**src/rtl/vlan_cmd_pkg.sv**
```systemverilog
package vlan_cmd_pkg;

    localparam int VID_W  = 12;
    localparam int MBR_W  = 10;
    localparam int PRIO_W = 3;
    localparam int PORT_W = 4;
    localparam int OP_W   = 3;

    // command word layout
    localparam int OP_LSB    = 0;
    localparam int BUSY_BIT  = 3;
    localparam int FULL_BIT  = 4;
    localparam int PORT_LSB  = 8;
    localparam int VID_LSB   = 16;
    localparam int PRIO_LSB  = 28;
    localparam int PEN_BIT   = 31;
    // data word layout
    localparam int MBR_LSB   = 0;
    localparam int DVAL_BIT  = 11;

    localparam logic [OP_W-1:0] OP_NOP    = 3'd0;
    localparam logic [OP_W-1:0] OP_CLEAR  = 3'd1;
    localparam logic [OP_W-1:0] OP_LOAD   = 3'd2;
    localparam logic [OP_W-1:0] OP_DROP   = 3'd3;
    localparam logic [OP_W-1:0] OP_RMPORT = 3'd4;

    typedef struct packed {
        logic              valid;
        logic [VID_W-1:0]  vid;
        logic [MBR_W-1:0]  members;
        logic [PRIO_W-1:0] prio;
        logic              prio_en;
    } vt_entry_t;

    typedef struct packed {
        logic [OP_W-1:0]   op;
        logic [PORT_W-1:0] port;
        logic [VID_W-1:0]  vid;
        logic [PRIO_W-1:0] prio;
        logic              prio_en;
    } cmd_fields_t;

    typedef enum logic [1:0] {
        SEQ_IDLE   = 2'd0,
        SEQ_SCAN   = 2'd1,
        SEQ_FINISH = 2'd2
    } seq_state_e;

endpackage

```
**src/rtl/vlan_tbl_store.sv**
```systemverilog
module vlan_tbl_store
    import vlan_cmd_pkg::*;
#(
    parameter int ENTRIES = 16,
    localparam int IDX_W  = $clog2(ENTRIES)
) (
    input  logic                       clk,
    input  logic                       rst_n,
    input  logic                       wr_en,
    input  logic [IDX_W-1:0]           wr_idx,
    input  vt_entry_t                  wr_entry,
    input  logic [IDX_W-1:0]           rd_idx,
    output vt_entry_t                  rd_entry,
    output vt_entry_t [ENTRIES-1:0]    entries_o
);

    vt_entry_t [ENTRIES-1:0] tbl_d, tbl_q;

    always_comb begin
        tbl_d = tbl_q;
        if (wr_en) begin
            tbl_d[wr_idx] = wr_entry;
        end
    end

    always_ff @(posedge clk or negedge rst_n) begin
        if (!rst_n) begin
            tbl_q <= '0;
        end else begin
            tbl_q <= tbl_d;
        end
    end

    assign rd_entry  = tbl_q[rd_idx];
    assign entries_o = tbl_q;

endmodule

```
**src/rtl/vlan_lookup.sv**
```systemverilog
module vlan_lookup
    import vlan_cmd_pkg::*;
#(
    parameter int ENTRIES = 16
) (
    input  vt_entry_t [ENTRIES-1:0] entries_i,
    input  logic [VID_W-1:0]        key_vid,
    output logic                    hit,
    output logic [MBR_W-1:0]        members,
    output logic [PRIO_W-1:0]       prio,
    output logic                    prio_en
);

    logic [ENTRIES-1:0] match;
    vt_entry_t          sel;

    for (genvar g = 0; g < ENTRIES; g++) begin : g_cmp
        assign match[g] = entries_i[g].valid && (entries_i[g].vid == key_vid);
    end

    // lowest matching slot wins
    always_comb begin
        sel = '0;
        for (int i = ENTRIES - 1; i >= 0; i--) begin
            if (match[i]) begin
                sel = entries_i[i];
            end
        end
    end

    assign hit     = |match;
    assign members = hit ? sel.members : '0;
    assign prio    = hit ? sel.prio    : '0;
    assign prio_en = hit && sel.prio_en;

endmodule

```
**src/rtl/vlan_cmd_seq.sv**
```systemverilog
module vlan_cmd_seq
    import vlan_cmd_pkg::*;
#(
    parameter int ENTRIES = 16,
    parameter int ADDR_W  = 2,
    localparam int IDX_W  = $clog2(ENTRIES)
) (
    input  logic              clk,
    input  logic              rst_n,
    input  logic              bus_we,
    input  logic [ADDR_W-1:0] bus_addr,
    input  logic [31:0]       bus_wdata,
    output logic [31:0]       bus_rdata,
    output logic [IDX_W-1:0]  rd_idx,
    input  vt_entry_t         rd_entry,
    output logic              wr_en,
    output logic [IDX_W-1:0]  wr_idx,
    output vt_entry_t         wr_entry,
    output logic              busy_o,
    output logic              full_o,
    output logic [31:0]       cmd_word_o
);

    localparam logic [ADDR_W-1:0] CMD_ADDR  = ADDR_W'(0);
    localparam logic [ADDR_W-1:0] DATA_ADDR = ADDR_W'(1);
    localparam logic [IDX_W-1:0]  LAST_IDX  = IDX_W'(ENTRIES - 1);

    typedef struct packed {
        seq_state_e        st;
        logic [IDX_W-1:0]  idx;
        cmd_fields_t       cmd;
        logic              full;
        logic [MBR_W-1:0]  dmask;
        logic              dvalid;
        logic              hit;
        logic [IDX_W-1:0]  hit_idx;
        logic              free;
        logic [IDX_W-1:0]  free_idx;
    } seq_t;

    seq_t s_d, s_q;

    logic             cmd_wr, dat_wr, go_bit, scan_op, vid_eq;
    logic [MBR_W-1:0] port_clr;
    vt_entry_t        new_entry;
    logic [31:0]      cmd_word, data_word;
    logic             unused_wbits;

    assign cmd_wr  = bus_we && (bus_addr == CMD_ADDR);
    assign dat_wr  = bus_we && (bus_addr == DATA_ADDR);
    assign go_bit  = bus_wdata[BUSY_BIT];
    assign scan_op = (bus_wdata[OP_LSB +: OP_W] == OP_CLEAR)  ||
                     (bus_wdata[OP_LSB +: OP_W] == OP_LOAD)   ||
                     (bus_wdata[OP_LSB +: OP_W] == OP_DROP)   ||
                     (bus_wdata[OP_LSB +: OP_W] == OP_RMPORT);
    assign vid_eq  = rd_entry.valid && (rd_entry.vid == s_q.cmd.vid);
    assign unused_wbits = ^{bus_wdata[15:12], bus_wdata[7:5]};

    // one-hot member bit selected by the port field; ports past the mask select nothing
    always_comb begin
        for (int b = 0; b < MBR_W; b++) begin
            port_clr[b] = (s_q.cmd.port == PORT_W'(b));
        end
    end

    always_comb begin
        new_entry         = '0;
        new_entry.valid   = 1'b1;
        new_entry.vid     = s_q.cmd.vid;
        new_entry.members = s_q.dmask;
        new_entry.prio    = s_q.cmd.prio;
        new_entry.prio_en = s_q.cmd.prio_en;
    end

    always_comb begin
        s_d      = s_q;
        wr_en    = 1'b0;
        wr_idx   = s_q.idx;
        wr_entry = rd_entry;
        unique case (s_q.st)
            SEQ_IDLE: begin
                if (dat_wr) begin
                    s_d.dmask  = bus_wdata[MBR_LSB +: MBR_W];
                    s_d.dvalid = bus_wdata[DVAL_BIT];
                end
                if (cmd_wr) begin
                    s_d.cmd.op      = bus_wdata[OP_LSB +: OP_W];
                    s_d.cmd.port    = bus_wdata[PORT_LSB +: PORT_W];
                    s_d.cmd.vid     = bus_wdata[VID_LSB +: VID_W];
                    s_d.cmd.prio    = bus_wdata[PRIO_LSB +: PRIO_W];
                    s_d.cmd.prio_en = bus_wdata[PEN_BIT];
                    if (go_bit) begin
                        s_d.full     = 1'b0;
                        s_d.idx      = '0;
                        s_d.hit      = 1'b0;
                        s_d.hit_idx  = '0;
                        s_d.free     = 1'b0;
                        s_d.free_idx = '0;
                        s_d.st       = scan_op ? SEQ_SCAN : SEQ_FINISH;
                    end
                end
            end
            SEQ_SCAN: begin
                case (s_q.cmd.op)
                    OP_CLEAR: begin
                        wr_en          = 1'b1;
                        wr_entry.valid = 1'b0;
                    end
                    OP_DROP: begin
                        if (vid_eq) begin
                            wr_en          = 1'b1;
                            wr_entry.valid = 1'b0;
                        end
                    end
                    OP_RMPORT: begin
                        if (|(rd_entry.members & port_clr)) begin
                            wr_en            = 1'b1;
                            wr_entry.members = rd_entry.members & ~port_clr;
                        end
                    end
                    OP_LOAD: begin
                        if (vid_eq && !s_q.hit) begin
                            s_d.hit     = 1'b1;
                            s_d.hit_idx = s_q.idx;
                        end
                        if (!rd_entry.valid && !s_q.free) begin
                            s_d.free     = 1'b1;
                            s_d.free_idx = s_q.idx;
                        end
                    end
                    default: ;
                endcase
                s_d.idx = s_q.idx + 1'b1;
                if (s_q.idx == LAST_IDX) begin
                    s_d.st = SEQ_FINISH;
                end
            end
            SEQ_FINISH: begin
                if (s_q.cmd.op == OP_LOAD) begin
                    if (s_q.hit) begin
                        wr_en    = 1'b1;
                        wr_idx   = s_q.hit_idx;
                        wr_entry = new_entry;
                    end else if (s_q.free) begin
                        wr_en    = 1'b1;
                        wr_idx   = s_q.free_idx;
                        wr_entry = new_entry;
                    end else begin
                        s_d.full = 1'b1;
                    end
                end
                s_d.st = SEQ_IDLE;
            end
            default: s_d.st = SEQ_IDLE;
        endcase
    end

    always_ff @(posedge clk or negedge rst_n) begin
        if (!rst_n) begin
            s_q <= '{st: SEQ_IDLE, default: '0};
        end else begin
            s_q <= s_d;
        end
    end

    assign rd_idx = s_q.idx;
    assign busy_o = (s_q.st != SEQ_IDLE);
    assign full_o = s_q.full;

    always_comb begin
        cmd_word                        = '0;
        cmd_word[OP_LSB +: OP_W]        = s_q.cmd.op;
        cmd_word[BUSY_BIT]              = busy_o;
        cmd_word[FULL_BIT]              = s_q.full;
        cmd_word[PORT_LSB +: PORT_W]    = s_q.cmd.port;
        cmd_word[VID_LSB +: VID_W]      = s_q.cmd.vid;
        cmd_word[PRIO_LSB +: PRIO_W]    = s_q.cmd.prio;
        cmd_word[PEN_BIT]               = s_q.cmd.prio_en;
        data_word                       = '0;
        data_word[MBR_LSB +: MBR_W]     = s_q.dmask;
        data_word[DVAL_BIT]             = s_q.dvalid;
    end

    assign cmd_word_o = cmd_word;
    assign bus_rdata  = (bus_addr == CMD_ADDR)  ? cmd_word  :
                        (bus_addr == DATA_ADDR) ? data_word : 32'd0;

endmodule

```
**src/rtl/vlan_cmd_engine.sv**
```systemverilog
module vlan_cmd_engine
    import vlan_cmd_pkg::*;
#(
    parameter int ENTRIES = 16,
    parameter int ADDR_W  = 2
) (
    input  logic              clk,
    input  logic              rst_n,
    input  logic              bus_we,
    input  logic [ADDR_W-1:0] bus_addr,
    input  logic [31:0]       bus_wdata,
    output logic [31:0]       bus_rdata,
    input  logic [11:0]       lk_vid,
    output logic              lk_hit,
    output logic [9:0]        lk_members,
    output logic [2:0]        lk_prio,
    output logic              lk_prio_en
);

    localparam int IDX_W = $clog2(ENTRIES);

    logic [IDX_W-1:0]        rd_idx, wr_idx;
    vt_entry_t               rd_entry, wr_entry;
    logic                    wr_en;
    vt_entry_t [ENTRIES-1:0] entries;
    logic                    seq_busy, seq_full;
    logic [31:0]             seq_cmd_word;

    vlan_cmd_seq #(.ENTRIES(ENTRIES), .ADDR_W(ADDR_W)) u_seq (
        .clk        (clk),
        .rst_n      (rst_n),
        .bus_we     (bus_we),
        .bus_addr   (bus_addr),
        .bus_wdata  (bus_wdata),
        .bus_rdata  (bus_rdata),
        .rd_idx     (rd_idx),
        .rd_entry   (rd_entry),
        .wr_en      (wr_en),
        .wr_idx     (wr_idx),
        .wr_entry   (wr_entry),
        .busy_o     (seq_busy),
        .full_o     (seq_full),
        .cmd_word_o (seq_cmd_word)
    );

    vlan_tbl_store #(.ENTRIES(ENTRIES)) u_store (
        .clk       (clk),
        .rst_n     (rst_n),
        .wr_en     (wr_en),
        .wr_idx    (wr_idx),
        .wr_entry  (wr_entry),
        .rd_idx    (rd_idx),
        .rd_entry  (rd_entry),
        .entries_o (entries)
    );

    vlan_lookup #(.ENTRIES(ENTRIES)) u_lookup (
        .entries_i (entries),
        .key_vid   (lk_vid),
        .hit       (lk_hit),
        .members   (lk_members),
        .prio      (lk_prio),
        .prio_en   (lk_prio_en)
    );

endmodule

```
**config.mk**
```make
export PLATFORM = sky130hd
export DESIGN_NAME = vlan_cmd_engine
export DESIGN_NICKNAME = d
export VERILOG_FILES = /design/src/rtl/vlan_cmd_pkg.sv /design/src/rtl/vlan_tbl_store.sv /design/src/rtl/vlan_lookup.sv /design/src/rtl/vlan_cmd_seq.sv /design/src/rtl/vlan_cmd_engine.sv
export SDC_FILE = /design/constraint.sdc
export NUM_CORES = 1
export LEC_CHECK = 0
export ABC_CLOCK_PERIOD_IN_PS = 6200
export BUFFER_PORTS_ARGS = -buffer_cell sky130_fd_sc_hd__buf_2
export CAP_MARGIN = 0
export CORE_MARGIN = 2
export CORE_UTILIZATION = 60
export CTS_CLUSTER_DIAMETER = 150
export DETAILED_ROUTE_END_ITERATION = 10
export PLACE_DENSITY = 0.77
export SYNTH_ARGS = -nofsm -noshare
export SYNTH_HDL_FRONTEND = slang
export SYNTH_SLANG_ARGS = --single-unit
```
**constraint.sdc**
```tcl
create_clock -name clk -period 6.2 [get_ports clk]
set_clock_uncertainty 0.15 [all_clocks]
set_input_delay 0.62 -clock clk [delete_from_list [all_inputs] [get_ports clk]]
set_output_delay 0.62 -clock clk [all_outputs]
set_load 0.02 [all_outputs]
```
Word-level counts from Yosys, hierarchy flattened

Index checks and enable logic that the tools add are counted.

Bits in registers: 483
Input port bits: 49

$add $sub $neg: 1
Order comparisons: 3
Equal/unequal tests: 47
Muxes and demuxes: 64
Bitwise gates (word level): 3
Reductions and logical operators: 44

Operator list:

| cell                                                                         | count |
|---|---|
| 432-bit bitwise mux                                                          | 1 |
| 14-bit two-way mux                                                           | 16 |
| 12-bit == test                                                               | 17 |
| 27-bit two-way mux                                                           | 5 |
| 27-bit binary-select mux with 4-bit select                                   | 1 |
| 27-bit demux with 4-bit select                                               | 1 |
| 10-bit two-way mux                                                           | 6 |
| 10-bit one-hot mux with 2 select lines                                       | 2 |
| 32-bit two-way mux                                                           | 1 |
| 30-bit two-way mux                                                           | 1 |
| 12-bit two-way mux                                                           | 2 |
| 1-bit logical AND                                                            | 23 |
| 10-bit AND                                                                   | 2 |
| 4-bit two-way mux                                                            | 5 |
| 4-bit by 3-bit == test with 1-bit output, second input constant              | 4 |
| 16-bit OR reduction                                                          | 1 |
| 3-bit by 2-bit == test with 1-bit output, second input constant              | 4 |
| 4-bit == test, second input constant                                         | 3 |
| 2-bit by 1-bit inequality test with 1-bit output, second input constant      | 6 |
| 4-bit by 5-bit less-than comparator with 1-bit output, second input constant | 2 |
| 1-bit two-way mux                                                            | 10 |
| 5-bit two-way mux                                                            | 2 |
| 10-bit NOT                                                                   | 1 |
| 5-bit AND reduction                                                          | 2 |
| other kinds (25)                                                             | 44 |

Logic depth before layout (Yosys ltp)

Gate-level depths: netlist of run 1.

Depth after elaboration: 19
Gate-level depth with buffers: 18
Gate-level depth less buffers: 10

Modules after synthesis

Synthesis of run 1 repeated with hierarchy kept, for this count alone.

Cell total of the unflattened synthesis: 2359
Area, all modules: 28262.1 um^2

Modules (own cells, without submodules):

| module         | times used | cells each | area each (um^2) |
|---|---|---|---|
| vlan_tbl_store | 1          | 1182       | 19486.2 |
| vlan_lookup    | 1          | 704        | 5009.8 |
| vlan_cmd_seq   | 1          | 473        | 3766.1 |

Least setup slack after synthesis of run 1

No wires, ideal clock.

Path kind: input to output
Start: input lk_vid[10]
End: output lk_members[3]
Data arrival time: 3.950 ns
Setup slack: 1.480 ns
Cell stages on the path: 13
Buffers on the path: 4
Cell sequence: clkbuf_1 > clkbuf_1 > xor2_1 > nor4_1 > nand3_1 > nor3_1 > nand2b_1 > clkbuf_1 > nor2_1 > nand4_1 > clkbuf_1 > o211ai_1 > a21oi_1

RTL lines:

| what                    | RTL line              | text |
|---|---|---|
| start, declared         | vlan_cmd_engine.sv:13 | `input logic [11:0] lk_vid,` |
| 12-bit == test          | vlan_lookup.sv:18     | `assign match[g] = entries_i[g].valid && (entries_i[g].vid == key_vid);` |
| 1-bit logical AND       | vlan_lookup.sv:18     |  |
| 16-bit OR reduction (*) | vlan_lookup.sv:31     | `assign hit = \|match;` |
| named net lk_hit        | vlan_cmd_engine.sv:14 | `output logic lk_hit,` |
| 10-bit two-way mux (*)  | vlan_lookup.sv:32     | `assign members = hit ? sel.members : '0;` |
| end, declared           | vlan_cmd_engine.sv:15 | `output logic [9:0] lk_members,` |

The timed path passes the listed nets; every way through them passes the cells marked *.

Worst setup path after layout of run 1

Start: input lk_vid[6]
End: output lk_prio_en

Word-level cells in the longest chain between the ends: 19

RTL lines:

| what                             | RTL line              | text |
|---|---|---|
| 12-bit == test                   | vlan_lookup.sv:18     |  |
| 1-bit logical AND                | vlan_lookup.sv:18     |  |
| 14-bit two-way mux (16 in a row) | vlan_lookup.sv:25     | `if (match[i]) begin` |
| 1-bit logical AND (*)            | vlan_lookup.sv:34     | `assign prio_en = hit && sel.prio_en;` |
| end, declared                    | vlan_cmd_engine.sv:17 | `output logic lk_prio_en` |

Every way passes the cells marked *; elsewhere a longest branch is shown, timed or not.

==> results of run 1 <==
## routing by layer
| metal | track usage [%] | wire length [microns] | part of all wire, % | vias up |
|---|---|---|---|---|
| li1 | - | - | - | 8864 |
| met1 | 49.5 | 34500 | 40 | 10800 |
| met2 | 53.2 | 38400 | 44 | 1269 |
| met3 | 8.94 | 10300 | 12 | 238 |
| met4 | 13.6 | 3230 | 3.7 | 6 |
| met5 | 0 | 37 | 0.043 | - |
## final timing paths
| kind | from | end | slack [ns] | cells past startpoint |
|---|---|---|---|---|
| max reg2reg | u_seq.rd_idx[0]$_DFFE_PN0P_ | u_store.entries_o[275]$_DFFE_PN0P_ | 0.89 | 13 |
| min | bus_wdata[24] | u_seq.cmd_word_o[24]$_DFFE_PN0P_ | 0.06 | 3 |
| min reg2reg | u_seq.s_q[0]$_DFFE_PN0P_ | u_seq.s_q[0]$_DFFE_PN0P_ | 0.36 | 1 |
| min in group asynchronous | rst_n | u_store.entries_o[372]$_DFFE_PN0P_ | 0.45 | 2 |
| max | lk_vid[6] | lk_prio_en | 0.83 | 10 |
| max in group asynchronous | rst_n | u_seq.cmd_word_o[27]$_DFFE_PN0P_ | 3.94 | 3 |
## kinds of logic (layout without fill, tap and decap cells)
logic type | after synthesis | count (layout) | share of synthesized area [%]
xor+xnor | 214 | 214 | 6.64
mux | 659 | 659 | 29.4
simple gates | 514 | 514 | 8.83
other cells | 1 | 4 | 0.0133
fa+ha+maj | 4 | 4 | 0.177
buf+inv | 242 | 308 | 4.22
flops | 483 | 483 | 42.8
compound gates | 321 | 321 | 7.92
## area by class of cell
cell class	count	area, sq um
Fill cell	3393	15400
Multi-Input combinational cell	1716	15000
Sequential cell	483	12100
Clock buffer	75	1530
Timing Repair Buffer	165	1130
Tap cell	607	759
Clock inverter	19	300
Inverter	49	184
## critical path, cell delays in order
cell and delay (ns):
buf_2 0.56, xnor2_1 0.32, nand3_1 0.17, nor3_2 0.10, nor2_1 0.90, nand2_1 0.11
nor2_1 0.13, nand4_1 0.91, o2111a_1 0.56, buf_2 0.20
## per-stage QoR
| stage | hold WS [ns] | utilization [%] |
|---|---|---|
| global route | 0.0672 | 66.8 |
| finish | 0.0577 | 66.8 |
| detailed placement | 0.343 | 62.8 |
| CTS | 0.0405 | 66.8 |
| global placement | 0.334 | 62.8 |
| floorplan | 0.174 | - |
## registers in the layout, summed over array words and instances, names as in the netlist
name               flops
u_seq.full_o           1
u_seq.cmd_word_o      23
u_seq.data_word       11
u_seq.s_q             12
u_seq.rd_idx           4
u_store.entries_o    432
## where the power goes
part,switching [W],total [W],internal [W]
clock,0.00131,0.00335,0.00204
sequential,0.000259,0.00352,0.00326
combinational,0.000889,0.00143,0.000543
## Yosys cell counts (40+ instances only)
cell	number	area (sq um)
a21oi_1	58	290
clkbuf_1	113	424
dfrtp_1	483	12100
inv_1	48	180
mux2_2	417	4700
mux2_4	40	601
mux2i_1	124	1240
mux4_2	77	1730
nand2_1	207	777
nor2_1	84	315
o21ai_0	60	300
xnor2_1	130	1140
xor2_1	84	736
## repair_timing
item                                   CTS  global route
hold buffers                             1             0
endpoints found under the hold margin   88             0
setup buffers                            0             0
==> reports/metrics.cfg, run 1 <==
[routing]
drc = 0
wl_microns = 86500
first_pass_iters = 9
ant_nets = 0
avgRoutedWirePerCell_microns = 27.8
drtIter0Drc = 2681
viasPerCell = 6.81
vias = 21200

[logic_synthesis]
ys.flop_type = dfrtp_1
synth-edff-count = 0
ys_types = 70
ys.warnings.count = 0
synth-seq-cells = 483
netlist_area_sq_um = 28200
yosysSeqAreaShare_pct = 42.8
avgSynthCellArea_sq_um = 11.6
netlist_instances = 2438
ys_async_sr_fraction_pct = 100

[worst_setup_path]
crit_path_end_kind = output pin
crit_required_ns = 5.43
setup.worst_path.start_class = primary input
crit_fanout = 16
cp.arrival_ns = 4.60
worst-setup-path-type = primary input to output pin

[clocking]
cts.htree.levels = 2
cts-root-buf = clkbuf_16
clkLatencyLatePin_ns = 0.61
cts_tree = built
clock-sinks = 483
cts_made_buffers = 51
cts_resized = 0
cts_max_path_buffers = 3
clk_pin_slew_ns = 0.06

[sta]
finalSetupViolCount = 0
finalMaxSlewViolations = 0
maxSlewHeadroom_pct = 17.4
fin_crit_sh_pct = 86.6
final_hold_viol_count = 0
worstMarginPinSlew_ns = 1.23
rsz0062_at_grt = false
worst_slack_ns = 0.833
period_needed_ns = 5.37
fmax_mhz = 186
setup_tns_ns = 0

[power_and_ir_drop]
ir_drop_v = 0.000284
p_total_w = 0.00830
power_density_nw_per_um2 = 268
p_leak_nw = 14.3

[floorplanning]
ioPinCount = 96
die_area_sq_um = 48800
num_rows = 79
core_area_sq_um = 46500
initial_utilization_pct = 60.7
chipHeight_microns = 221
die_w_microns = 221

[worst_hold_path]
hold_path.class = primary input to flop

[cells_and_area]
final_common_cell = dfrtp_1
final_cells = 3114
final_cell_area_sq_um = 31000
nets = 2519
diodes = 0
drive_above_1_share_pct = 32.9
areaGrowthSynthToFinish_pct = 9.99
final_cell_mix = dfrtp_1, mux2_2, nand2_1

[placed_design]
placedCellCount = 3019
pre_cts_slack_ns = 1.01
post-dp-hpwl_microns = 57200
gp_congestion = 0.920
portBuffers = 87
postPlaceCellArea_sq_um = 29200

[grt]
grtUsageTotal_pct = 35.3
antenna_found_initial = 4
grt_max_degree = 131
grt_pass1_vias = 21300
grt-ovfl-total = 0
grt_pass1_wl_microns = 131000

[outcome]
status = finished, final reports clean

[flow_run]
max_cap_viol_count = 0

(Power assumes the default switching activity.)
==> run 2: changes to the inputs <==
--- a/config.mk
+++ b/config.mk
@@ -5,7 +5,7 @@
 export SDC_FILE = /design/constraint.sdc
 export NUM_CORES = 1
 export LEC_CHECK = 0
-export ABC_CLOCK_PERIOD_IN_PS = 6200
+export ABC_CLOCK_PERIOD_IN_PS = 6730
 export BUFFER_PORTS_ARGS = -buffer_cell sky130_fd_sc_hd__buf_2
 export CAP_MARGIN = 0
 export CORE_MARGIN = 2
==> constraint.sdc (replaced) <==
create_clock -name clk -period 6.73 [get_ports clk]
set_clock_uncertainty 0.15 [all_clocks]
set_input_delay 0.673 -clock clk [delete_from_list [all_inputs] [get_ports clk]]
set_output_delay 0.673 -clock clk [all_outputs]
set_load 0.02 [all_outputs]
==> run 2 against run 1 <==
  * First-iteration DRC count fell by 0.30%
  * Via count shrank 1.4%
  * Largest cell class unchanged
  * Die area unchanged
  * Wire length fell by 0.55%
  * Clock power is 10% lower
  * Critical path depth increased by 3
  * Critical endpoint is now u_store.entries_o[88]$_DFFE_PN0P_
  * Combinational power fell by 10%
  * Hold slack better by 0.046 ns
  * Non-clock buffer count shrank 18
  * Total power decreased by 9.0%
==> reports/metrics.cfg, run 2 (synthesized netlist as in run 1, its figures left out) <==
[clocking]
clock-sinks = 483
clk_pin_slew_ns = 0.06
cts_resized = 0
cts_tree = built
cts_max_path_buffers = 3
clkLatencyLatePin_ns = 0.62
cts_made_buffers = 51
cts-root-buf = clkbuf_16
cts.htree.levels = 2

[placed_design]
postPlaceCellArea_sq_um = 29000
gp_congestion = 0.953
post-dp-hpwl_microns = 56200
portBuffers = 87

[cells_and_area]
nets = 2501
final_common_cell = dfrtp_1
diodes = 0
drive_above_1_share_pct = 32.2
n_fill_cell = 3352
areaGrowthSynthToFinish_pct = 9.06
largest_reg_flops = 432
final_cell_mix = dfrtp_1, mux2_2, nand2_1
final_cell_area_sq_um = 30800

[floorplanning]
chipHeight_microns = 221
initial_utilization_pct = 60.7
die_area_sq_um = 48800
num_rows = 79
core_area_sq_um = 46500
ioPinCount = 96
die_w_microns = 221

[sta]
period_needed_ns = 5.81
fin_crit_sh_pct = 86.3
finalSetupViolCount = 0
worstMarginPinSlew_ns = 1.29
finalMaxSlewViolations = 0
rsz0062_at_grt = false
maxSlewHeadroom_pct = 13.5
setup_tns_ns = 0
final_hold_viol_count = 0
fmax_mhz = 172

[worst_setup_path]
worst-setup-path-type = flop to flop
crit_required_ns = 7.06
crit_path_end_kind = flop
reg2reg_slack_ns = 0.92
crit_fanout = 35
cp.arrival_ns = 6.14
setup.worst_path.start_class = flop

[power_and_ir_drop]
ir_drop_v = 0.000213
p_leak_nw = 14.2
power_density_nw_per_um2 = 246

[routing]
vias = 20900
first_pass_iters = 6
ant_nets = 0
drtIter0Drc = 2673
avgRoutedWirePerCell_microns = 27.8
viasPerCell = 6.76
wl_microns = 86000
drc = 0

[outcome]
status = finished, final reports clean

[flow_run]
max_cap_viol_count = 0

[grt]
grt-ovfl-total = 0
grt_pass1_vias = 20900
grt_max_degree = 157
grt_pass1_wl_microns = 131000
antenna_found_initial = 2
grtUsageTotal_pct = 35.2

[worst_hold_path]
hold_path.class = primary input to flop

[run 2: area by class of cell]
type                       count  area [sq um]  area share [%]
timing repair buffer         147           948            3.08
clock buffer                  77          1550            5.03
tap                          607           759            2.47
inverter                      49           184           0.598
sequential                   483         12100            39.3
clock inverter                11           209           0.679
multi-input combinational   1716         15000            48.8
[run 2: final timing paths]
path,depth (start not counted),to,from
worst max-delay path,13,u_store.entries_o[88]$_DFFE_PN0P_,u_seq.rd_idx[0]$_DFFE_PN0P_
worst min-delay path,3,u_seq.cmd_word_o[20]$_DFFE_PN0P_,bus_wdata[20]
worst max register to register,13,u_store.entries_o[88]$_DFFE_PN0P_,u_seq.rd_idx[0]$_DFFE_PN0P_
worst min register to register,1,u_seq.s_q[1]$_DFFE_PN0P_,u_seq.s_q[1]$_DFFE_PN0P_
max in group asynchronous,3,u_seq.rd_idx[0]$_DFFE_PN0P_,rst_n
min in group asynchronous,2,u_store.entries_o[345]$_DFFE_PN0P_,rst_n
[run 2: repair_timing]
item / in CTS / in global routing
endpoints found under the hold margin: 30 / 0
hold buffers: 1 / 0
setup buffers: 0 / 0
[run 2: layer usage]
layer / part of all wire [%] / vias up / track usage [%] / wire length [microns]
met3: 11 / 199 / 9.48 / 9790
met4: 3.9 / 2 / 13.0 / 3380
met1: 40 / 10600 / 49.4 / 34400
li1: - / 8823 / - / -
met5: 0.013 / - / 0 / 11
met2: 45 / 1231 / 52.8 / 38400
[run 2: power by group]
part | internal, W | switching (W) | total, W
clock | 0.00180 | 0.00120 | 0.00301
combinational | 0.000485 | 0.000798 | 0.00128
sequential | 0.00301 | 0.000259 | 0.00327
total | 0.00529 | 0.00226 | 0.00755
[run 2: through the flow]
step                      setup slack [ns]  power, W  std cells  hold slack [ns]  utilization (%)
after global routing                 0.732   0.00780       3090            0.109             66.2
after global placement                1.23   0.00453       3000            0.333             62.4
after CTS                             1.05   0.00753       3089           0.0932             66.2
after floorplan                       1.90   0.00411       2441            0.227                -
final                                0.920   0.00755       3090            0.104             66.2
after detailed placement              1.08   0.00456       3000            0.335             62.4
[run 2: critical path: stages, from the launching register on]
cell and delay [ns]:
dfrtp_4 0.90, buf_12 0.34, buf_4 0.35, mux2_2 0.21
o22ai_1 0.08, a221oi_1 0.48, xnor2_1 0.12, nor4_1 0.35
a22oi_1 0.23, nor4_2 0.46, a221o_1 0.33, buf_4 0.35
nand2_2 0.68, mux2_2 0.55
